File: config.mk
export PLATFORM = sky130hd
export DESIGN_NAME = cluster_cfg_regs
export DESIGN_NICKNAME = d
export VERILOG_FILES = /design/src/rtl/cluster_cfg_pkg.sv /design/src/rtl/ccr_decode.sv /design/src/rtl/ccr_cluster.sv /design/src/rtl/cluster_cfg_regs.sv
export SDC_FILE = /design/constraint.sdc
export NUM_CORES = 1
export LEC_CHECK = 0
export BUFFER_PORTS_ARGS = -buffer_cell sky130_fd_sc_hd__buf_2
export CAP_MARGIN = 30
export CORE_ASPECT_RATIO = 0.9
export CORE_MARGIN = 2
export CORE_UTILIZATION = 29
export CTS_CLUSTER_SIZE = 24
export DETAILED_ROUTE_END_ITERATION = 6
export PLACE_DENSITY_LB_ADDON = 0.1
export SYNTH_ARGS = -nofsm -noshare
export SYNTH_HDL_FRONTEND = slang
export SYNTH_SLANG_ARGS = --single-unit
File: constraint.sdc
create_clock -name clk -period 3.52 [get_ports clk]
set_input_delay 0.704 -clock clk [delete_from_list [all_inputs] [get_ports clk]]
set_output_delay 0.704 -clock clk [all_outputs]
set_load 0.01 [all_outputs]
File: src/rtl/cluster_cfg_pkg.sv
package cluster_cfg_pkg;
    localparam int NUM_CL   = 2;
    localparam int CL_IDX_W = (NUM_CL > 1) ? $clog2(NUM_CL) : 1;
    localparam int RST_W    = 9;
    localparam int CFG_W    = 20;
    localparam int SWRST_W  = 24;
    localparam int LED_W    = 8;
    localparam int SW_W     = 8;
    localparam int ADDR_W   = 12;
    localparam int DATA_W   = 32;

    localparam logic [1:0] SIZE_WORD = 2'b10;

    localparam logic [ADDR_W-1:0] OFS_HOLD_BASE = 12'h000;
    localparam logic [ADDR_W-1:0] OFS_STAT_BASE = 12'h00C;
    localparam logic [ADDR_W-1:0] OFS_CFGR_BASE = 12'h020;
    localparam logic [ADDR_W-1:0] OFS_CFGW_BASE = 12'h024;
    localparam int HOLD_STRIDE = 4;
    localparam int STAT_STRIDE = 4;
    localparam int CFG_STRIDE  = 8;

    localparam logic [ADDR_W-1:0] OFS_SWRST = 12'h008;
    localparam logic [ADDR_W-1:0] OFS_LED   = 12'h104;
    localparam logic [ADDR_W-1:0] OFS_SW    = 12'h108;
    localparam logic [ADDR_W-1:0] OFS_AID   = 12'hFF8;
    localparam logic [ADDR_W-1:0] OFS_ID    = 12'hFFC;

    typedef enum logic [3:0] {
        RK_NONE, RK_HOLD, RK_STAT, RK_CFGR, RK_CFGW,
        RK_SWRST, RK_LED, RK_SW, RK_AID, RK_ID
    } reg_kind_e;

    typedef struct packed {
        reg_kind_e             kind;
        logic [CL_IDX_W-1:0]   cl;
        logic                  err;
    } dec_t;

    function automatic logic [ADDR_W-1:0] ofs_at(input logic [ADDR_W-1:0] base,
                                                  input int stride, input int idx);
        return base + ADDR_W'(stride * idx);
    endfunction

    function automatic logic [CFG_W-1:0] cfg_reset_val(input int idx);
        return (idx == 1) ? CFG_W'(20'h10000) : '0;
    endfunction
endpackage

File: src/rtl/ccr_decode.sv
module ccr_decode
    import cluster_cfg_pkg::*;
(
    input  logic [ADDR_W-1:0] addr,
    input  logic [1:0]        size,
    output dec_t              dec_o
);
    reg_kind_e           kind;
    logic [CL_IDX_W-1:0] cl;
    logic                bad;

    always_comb begin
        kind = RK_NONE;
        cl   = '0;
        case (addr)
            OFS_SWRST: kind = RK_SWRST;
            OFS_LED:   kind = RK_LED;
            OFS_SW:    kind = RK_SW;
            OFS_AID:   kind = RK_AID;
            OFS_ID:    kind = RK_ID;
            default:   kind = RK_NONE;
        endcase
        for (int c = 0; c < NUM_CL; c++) begin
            if (addr == ofs_at(OFS_HOLD_BASE, HOLD_STRIDE, c)) begin
                kind = RK_HOLD; cl = CL_IDX_W'(c);
            end
            if (addr == ofs_at(OFS_STAT_BASE, STAT_STRIDE, c)) begin
                kind = RK_STAT; cl = CL_IDX_W'(c);
            end
            if (addr == ofs_at(OFS_CFGR_BASE, CFG_STRIDE, c)) begin
                kind = RK_CFGR; cl = CL_IDX_W'(c);
            end
            if (addr == ofs_at(OFS_CFGW_BASE, CFG_STRIDE, c)) begin
                kind = RK_CFGW; cl = CL_IDX_W'(c);
            end
        end
        bad   = (size != SIZE_WORD) || (kind == RK_NONE);
        dec_o = '{kind: (bad ? RK_NONE : kind), cl: cl, err: bad};
    end
endmodule

File: src/rtl/ccr_cluster.sv
module ccr_cluster
    import cluster_cfg_pkg::*;
#(
    parameter int IDX = 0
) (
    input  logic             clk,
    input  logic             rst,
    input  logic             wr_hold,
    input  logic             wr_cfg,
    input  logic [RST_W-1:0] hold_wdata,
    input  logic [CFG_W-1:0] cfg_wdata,
    output logic [RST_W-1:0] hold_o,
    output logic [CFG_W-1:0] staged_o,
    output logic [CFG_W-1:0] applied_o
);
    localparam logic [CFG_W-1:0] CFG_RST = cfg_reset_val(IDX);

    logic [RST_W-1:0] hold_q, hold_d;
    logic [CFG_W-1:0] staged_q, applied_q;
    logic             release_now;

    always_comb begin
        hold_d      = wr_hold ? hold_wdata : hold_q;
        release_now = hold_q[0] & ~hold_d[0];
    end

    always_ff @(posedge clk) begin
        if (rst) begin
            hold_q    <= '0;
            staged_q  <= CFG_RST;
            applied_q <= CFG_RST;
        end else begin
            hold_q <= hold_d;
            if (wr_cfg)      staged_q  <= cfg_wdata;
            if (release_now) applied_q <= staged_q;
        end
    end

    assign hold_o    = hold_q;
    assign staged_o  = staged_q;
    assign applied_o = applied_q;


    applied_on_release_chk: assert property (@(posedge clk) disable iff (rst)
        !$stable(applied_q) |-> ($past(hold_q[0]) && !hold_q[0]));


    hold_needs_write_chk: assert property (@(posedge clk) disable iff (rst)
        !wr_hold |=> $stable(hold_q));


    staged_needs_write_chk: assert property (@(posedge clk) disable iff (rst)
        !wr_cfg |=> $stable(staged_q));
endmodule

File: src/rtl/cluster_cfg_regs.sv
module cluster_cfg_regs
    import cluster_cfg_pkg::*;
#(
    parameter logic [31:0] MAIN_ID = 32'h4C3A_0010,
    parameter logic [31:0] AUX_ID  = 32'h0000_0201
) (
    input  logic                      clk,
    input  logic                      rst,
    input  logic                      req_valid,
    output logic                      req_ready,
    input  logic                      req_write,
    input  logic [ADDR_W-1:0]         req_addr,
    input  logic [1:0]                req_size,
    input  logic [DATA_W-1:0]         req_wdata,
    output logic                      rsp_valid,
    output logic                      rsp_err,
    output logic [DATA_W-1:0]         rsp_rdata,
    input  logic                      sys_rst_i,
    input  logic [SW_W-1:0]           sw_i,
    output logic [NUM_CL*RST_W-1:0]   cl_rst_o,
    output logic [NUM_CL*CFG_W-1:0]   cl_cfg_o,
    output logic                      sys_rst_req_o,
    output logic [LED_W-1:0]          led_o
);
    dec_t             dec;
    logic             wr_ok, rd_ok;
    logic [RST_W-1:0] hold_a    [NUM_CL];
    logic [CFG_W-1:0] staged_a  [NUM_CL];
    logic [CFG_W-1:0] applied_a [NUM_CL];
    logic [DATA_W-1:0] rdata_d;
    logic [LED_W-1:0]  led_q;
    logic              swrst_q;
    logic              rsp_valid_q, rsp_err_q;
    logic [DATA_W-1:0] rsp_rdata_q;
    logic              wdata_unused;

    assign wdata_unused = ^req_wdata[DATA_W-1:SWRST_W];
    assign req_ready    = 1'b1;

    ccr_decode u_decode (
        .addr  (req_addr),
        .size  (req_size),
        .dec_o (dec)
    );

    assign wr_ok = req_valid &  req_write & ~dec.err;
    assign rd_ok = req_valid & ~req_write & ~dec.err;

    for (genvar c = 0; c < NUM_CL; c++) begin : g_cl
        logic wr_hold_c, wr_cfg_c;
        assign wr_hold_c = wr_ok && (dec.kind == RK_HOLD) && (dec.cl == CL_IDX_W'(c));
        assign wr_cfg_c  = wr_ok && (dec.kind == RK_CFGW) && (dec.cl == CL_IDX_W'(c));

        ccr_cluster #(.IDX(c)) u_cluster (
            .clk        (clk),
            .rst        (rst),
            .wr_hold    (wr_hold_c),
            .wr_cfg     (wr_cfg_c),
            .hold_wdata (req_wdata[RST_W-1:0]),
            .cfg_wdata  (req_wdata[CFG_W-1:0]),
            .hold_o     (hold_a[c]),
            .staged_o   (staged_a[c]),
            .applied_o  (applied_a[c])
        );

        assign cl_rst_o[c*RST_W +: RST_W] = hold_a[c];
        assign cl_cfg_o[c*CFG_W +: CFG_W] = applied_a[c];
    end

    always_comb begin
        case (dec.kind)
            RK_HOLD: rdata_d = DATA_W'(hold_a[dec.cl]);
            RK_STAT: rdata_d = DATA_W'(hold_a[dec.cl] | {RST_W{sys_rst_i}});
            RK_CFGR: rdata_d = DATA_W'(applied_a[dec.cl]);
            RK_CFGW: rdata_d = DATA_W'(staged_a[dec.cl]);
            RK_LED:  rdata_d = DATA_W'(led_q);
            RK_SW:   rdata_d = DATA_W'(sw_i);
            RK_AID:  rdata_d = AUX_ID;
            RK_ID:   rdata_d = MAIN_ID;
            default: rdata_d = '0;
        endcase
    end

    always_ff @(posedge clk) begin
        if (rst) begin
            led_q       <= '0;
            swrst_q     <= 1'b0;
            rsp_valid_q <= 1'b0;
            rsp_err_q   <= 1'b0;
            rsp_rdata_q <= '0;
        end else begin
            if (wr_ok && dec.kind == RK_LED) led_q <= req_wdata[LED_W-1:0];
            swrst_q     <= wr_ok && (dec.kind == RK_SWRST) && (|req_wdata[SWRST_W-1:0]);
            rsp_valid_q <= req_valid;
            rsp_err_q   <= req_valid & dec.err;
            rsp_rdata_q <= rd_ok ? rdata_d : '0;
        end
    end

    assign rsp_valid     = rsp_valid_q;
    assign rsp_err       = rsp_err_q;
    assign rsp_rdata     = rsp_rdata_q;
    assign sys_rst_req_o = swrst_q;
    assign led_o         = led_q;


    rsp_after_req_chk: assert property (@(posedge clk) disable iff (rst)
        req_valid |=> rsp_valid);


    no_rsp_when_idle_chk: assert property (@(posedge clk) disable iff (rst)
        !req_valid |=> !rsp_valid);


    err_reads_zero_chk: assert property (@(posedge clk) disable iff (rst)
        (rsp_valid && rsp_err) |-> (rsp_rdata == '0));


    swrst_from_write_chk: assert property (@(posedge clk) disable iff (rst)
        sys_rst_req_o |-> $past(req_valid && req_write));


    led_needs_write_chk: assert property (@(posedge clk) disable iff (rst)
        !(req_valid && req_write) |=> $stable(led_o));
endmodule

==> impl_metrics.py <==
metrics = {
    "outcome": {
        "status": "finished, final reports clean",
    },
    "floorplanning": {
        "die_w_um": 153,
        "rows": 49,
        "initial_core_util_pct": 29.4,
        "core_area_um2": 19900,
        "die_area_um2": 21300,
        "dieHeight_um": 139,
        "io_pins": 161,
    },
    "placed_design": {
        "dpl.hpwl_um": 13600,
        "dpl_cell_area_um2": 6830,
        "port_buffers": 144,
        "dp_worst_setup_slack_ps": 306,
        "place_congestion": 0.793,
    },
    "clock_tree": {
        "cts.sinks": 130,
        "root_buffer": "clkbuf_16",
        "path_clk_slew_ps": 50,
        "ctsHtreeMaxLevel": 4,
        "cts_tree": "done",
        "post_cts_buffers": 0,
        "ctsResizeCount": 0,
        "clkLatencyLatePin_ps": 420,
        "cts_made_buffers": 17,
        "clock_path_buffers": 2,
        "holdBufCountCts": 0,
    },
    "synth": {
        "syn_inst": 647,
        "synth_area_per_cell_um2": 9.01,
        "synth_common_cells": "130 x dfxtp_1, 107 x mux2i_1, 103 x nand2_1",
        "synth_area_um2": 5830,
        "synth_top_area_share_pct": 44.6,
        "ys.flop_type": "dfxtp_1",
        "synth.most_common_cell": "dfxtp_1",
        "synth_cell_type_count": 52,
        "async_reset_ff_share_pct": 0,
        "seq_area_frac_synth_pct": 44.6,
        "ys_ff_latch": 130,
        "yosysTopAreaCell": "dfxtp_1",
        "yosys-top-cells-area": "dfxtp_1 45%, mux2i_1 18%, nand2_1 6.6%",
        "synth_edf_count": 0,
        "synth_warnings": 0,
    },
    "worst_setup_path": {
        "crit_end": "g_cl[1].u_cluster.applied_o[16]",
        "r2r-end": "g_cl[1].u_cluster.applied_o[16]",
        "critPathRequiredTime_ps": 3820,
        "reg2reg_slack_ps": 2130,
        "start_kind": "input pin",
        "crit_type": "in -> reg",
        "reg2reg_depth": 5,
        "r2r-start": "g_cl[1].u_cluster.hold_o[0]",
        "cp_max_fo": 15,
        "crit_path_start": "req_addr[6]",
        "cp-end-kind": "flop",
        "arrival_ps": 3110,
    },
    "routing": {
        "via_per_inst": 4.99,
        "drc": 0,
        "avgRoutedWirePerCell_um": 18.5,
        "drtIter0Drc": 330,
        "vias": 5240,
        "detail-route-antenna-nets": 0,
        "wl_um": 19500,
        "dr.pass1.iters": 5,
    },
    "timing": {
        "finalSetupTns_ps": 0,
        "grt_setup_unrepaired": "no",
        "setup_viol": 0,
        "min_period_ps": 2810,
        "min_period_over_period_pct": 79.7,
        "worstMarginPinSlew_ps": 1000,
        "maxSlewViolCount": 0,
        "fmax_mhz": 356,
        "hold_violations": 0,
        "relSlewSlack_pct": 33.2,
        "clock_skew_ps": 7.66,
        "fin_ws_ps": 713,
    },
    "worst_hold_path": {
        "hp-class": "reg -> reg",
    },
    "grt": {
        "gr-total-overflow": 0,
        "grt_pass1_wl_um": 30000,
        "antenna_found_initial": 0,
        "grt_pass1_vias": 5167,
        "track_usage_pct": 18.2,
        "grt_max_degree": 60,
    },
    "layout": {
        "design_area_um2": 7400,
        "nets": 845,
        "diodes": 0,
        "layout-drive-gt1-share_pct": 26.9,
        "syn_to_final_growth_pct": 26.9,
        "fin_util_pct": 37.3,
    },
    "run": {
        "maxCapViolCount": 0,
    },
    "power_and_ir_drop": {
        "power_per_cell_area_nw_per_um2": 446,
        "peakVddDrop_mv": 0.283,
        "p_leak_nw": 3.30,
        "p_total_w": 0.00330,
    },
}
[through the flow]
stage | cells | hold slack, ps
finish | 1051 | 469
global route | 1051 | 484
CTS | 1051 | 472
detailed placement | 1022 | 463
global placement | 1022 | 458
floorplan | 653 | 444
[logic make-up after synthesis]
family / count (synthesis) / share of synthesized area (%)
flops: 130 / 44.6
compound gates: 115 / 12.9
simple gates: 232 / 18.2
other cells: 2 / 0.129
mux: 107 / 18.4
buf+inv: 58 / 5.32
xor+xnor: 3 / 0.451
[cell type report]
class	instances	area (um^2)
clock inverter	4	47.5
multi-input combinational	465	2970
tap	255	319
timing repair buffer	171	938
inverter	1	3.75
fill	2067	12500
clock buffer	25	526
sequential	130	2600
[worst max-delay path, cell delays in order]
cell       delay (ps)
buf_2             110
nor4_2            310
nand3b_1          240
a2bb2oi_1         220
or4b_4            610
nor4_4            360
buf_12            230
nor2b_1            60
a211o_1           260
[sequential cells by signal, indices dropped and copies added (netlist names)]
signal	flops
led_o	8
rsp_err	1
rsp_valid	1
g_cl.u_cluster.hold_o	18
rsp_rdata	21
sys_rst_req_o	1
g_cl.u_cluster.applied_o	40
g_cl.u_cluster.staged_o	40
[power by group]
group          switching, W  internal, W  total, W
registers       0.000000238      0.00147   0.00147
clock network      0.000629      0.00109   0.00172
logic             0.0000766    0.0000352  0.000112
total              0.000706      0.00260   0.00330
[worst min path at each step]
stage	startpoint	endpoint	cells past startpoint
after floorplan	g_cl[0].u_cluster.staged_o[0]	g_cl[0].u_cluster.staged_o[0]	2
after global placement	g_cl[0].u_cluster.staged_o[4]	g_cl[0].u_cluster.staged_o[4]	2
after detailed placement	g_cl[0].u_cluster.staged_o[7]	g_cl[0].u_cluster.staged_o[7]	2
after CTS	g_cl[0].u_cluster.staged_o[13]	g_cl[0].u_cluster.staged_o[13]	2
after global routing	g_cl[1].u_cluster.staged_o[19]	g_cl[1].u_cluster.staged_o[19]	2
final	g_cl[0].u_cluster.staged_o[13]	g_cl[0].u_cluster.staged_o[13]	2
[layer usage]
| metal | up-vias | part of all wire (%) | GRT usage [%] |
|---|---|---|---|
| met5 | - | 0 | 0 |
| met4 | 0 | 1.4 | 4.97 |
| met3 | 26 | 6.1 | 5.41 |
| met2 | 187 | 45 | 28.3 |
| met1 | 2519 | 48 | 24.7 |
| li1 | 2508 | - | - |
[cells in the final DEF (no fill, tap or decap), types with 2 or more instances in the layout]
cell type | Yosys | layout
clkbuf_8 | 0 | 7
o21a_1 | 3 | 3
o31a_1 | 4 | 4
nand3_1 | 4 | 4
clkinv_2 | 0 | 2
a22oi_1 | 2 | 2
o22a_1 | 14 | 14
and2_1 | 2 | 2
a221oi_1 | 7 | 7
nand2_1 | 103 | 103
or4_1 | 2 | 2
mux2i_1 | 107 | 107
o21ai_0 | 13 | 13
nor3_2 | 1 | 3
conb_1 | 2 | 8
nor3_1 | 4 | 2
nor2_1 | 75 | 75
nand3b_1 | 4 | 4
buf_2 | 11 | 143
a2111o_1 | 2 | 2
a21oi_1 | 57 | 57
nor3b_2 | 1 | 2
and3b_1 | 2 | 2
nand4_1 | 2 | 2
xnor2_1 | 2 | 2
or3_1 | 4 | 3
nor2b_1 | 6 | 6
o22ai_1 | 3 | 3
nand2b_1 | 3 | 3
clkbuf_16 | 0 | 17
nor4_1 | 10 | 10
buf_4 | 13 | 27
dfxtp_1 | 130 | 130
a2bb2oi_1 | 2 | 2
Note: power is estimated with default switching activity, not from simulation.
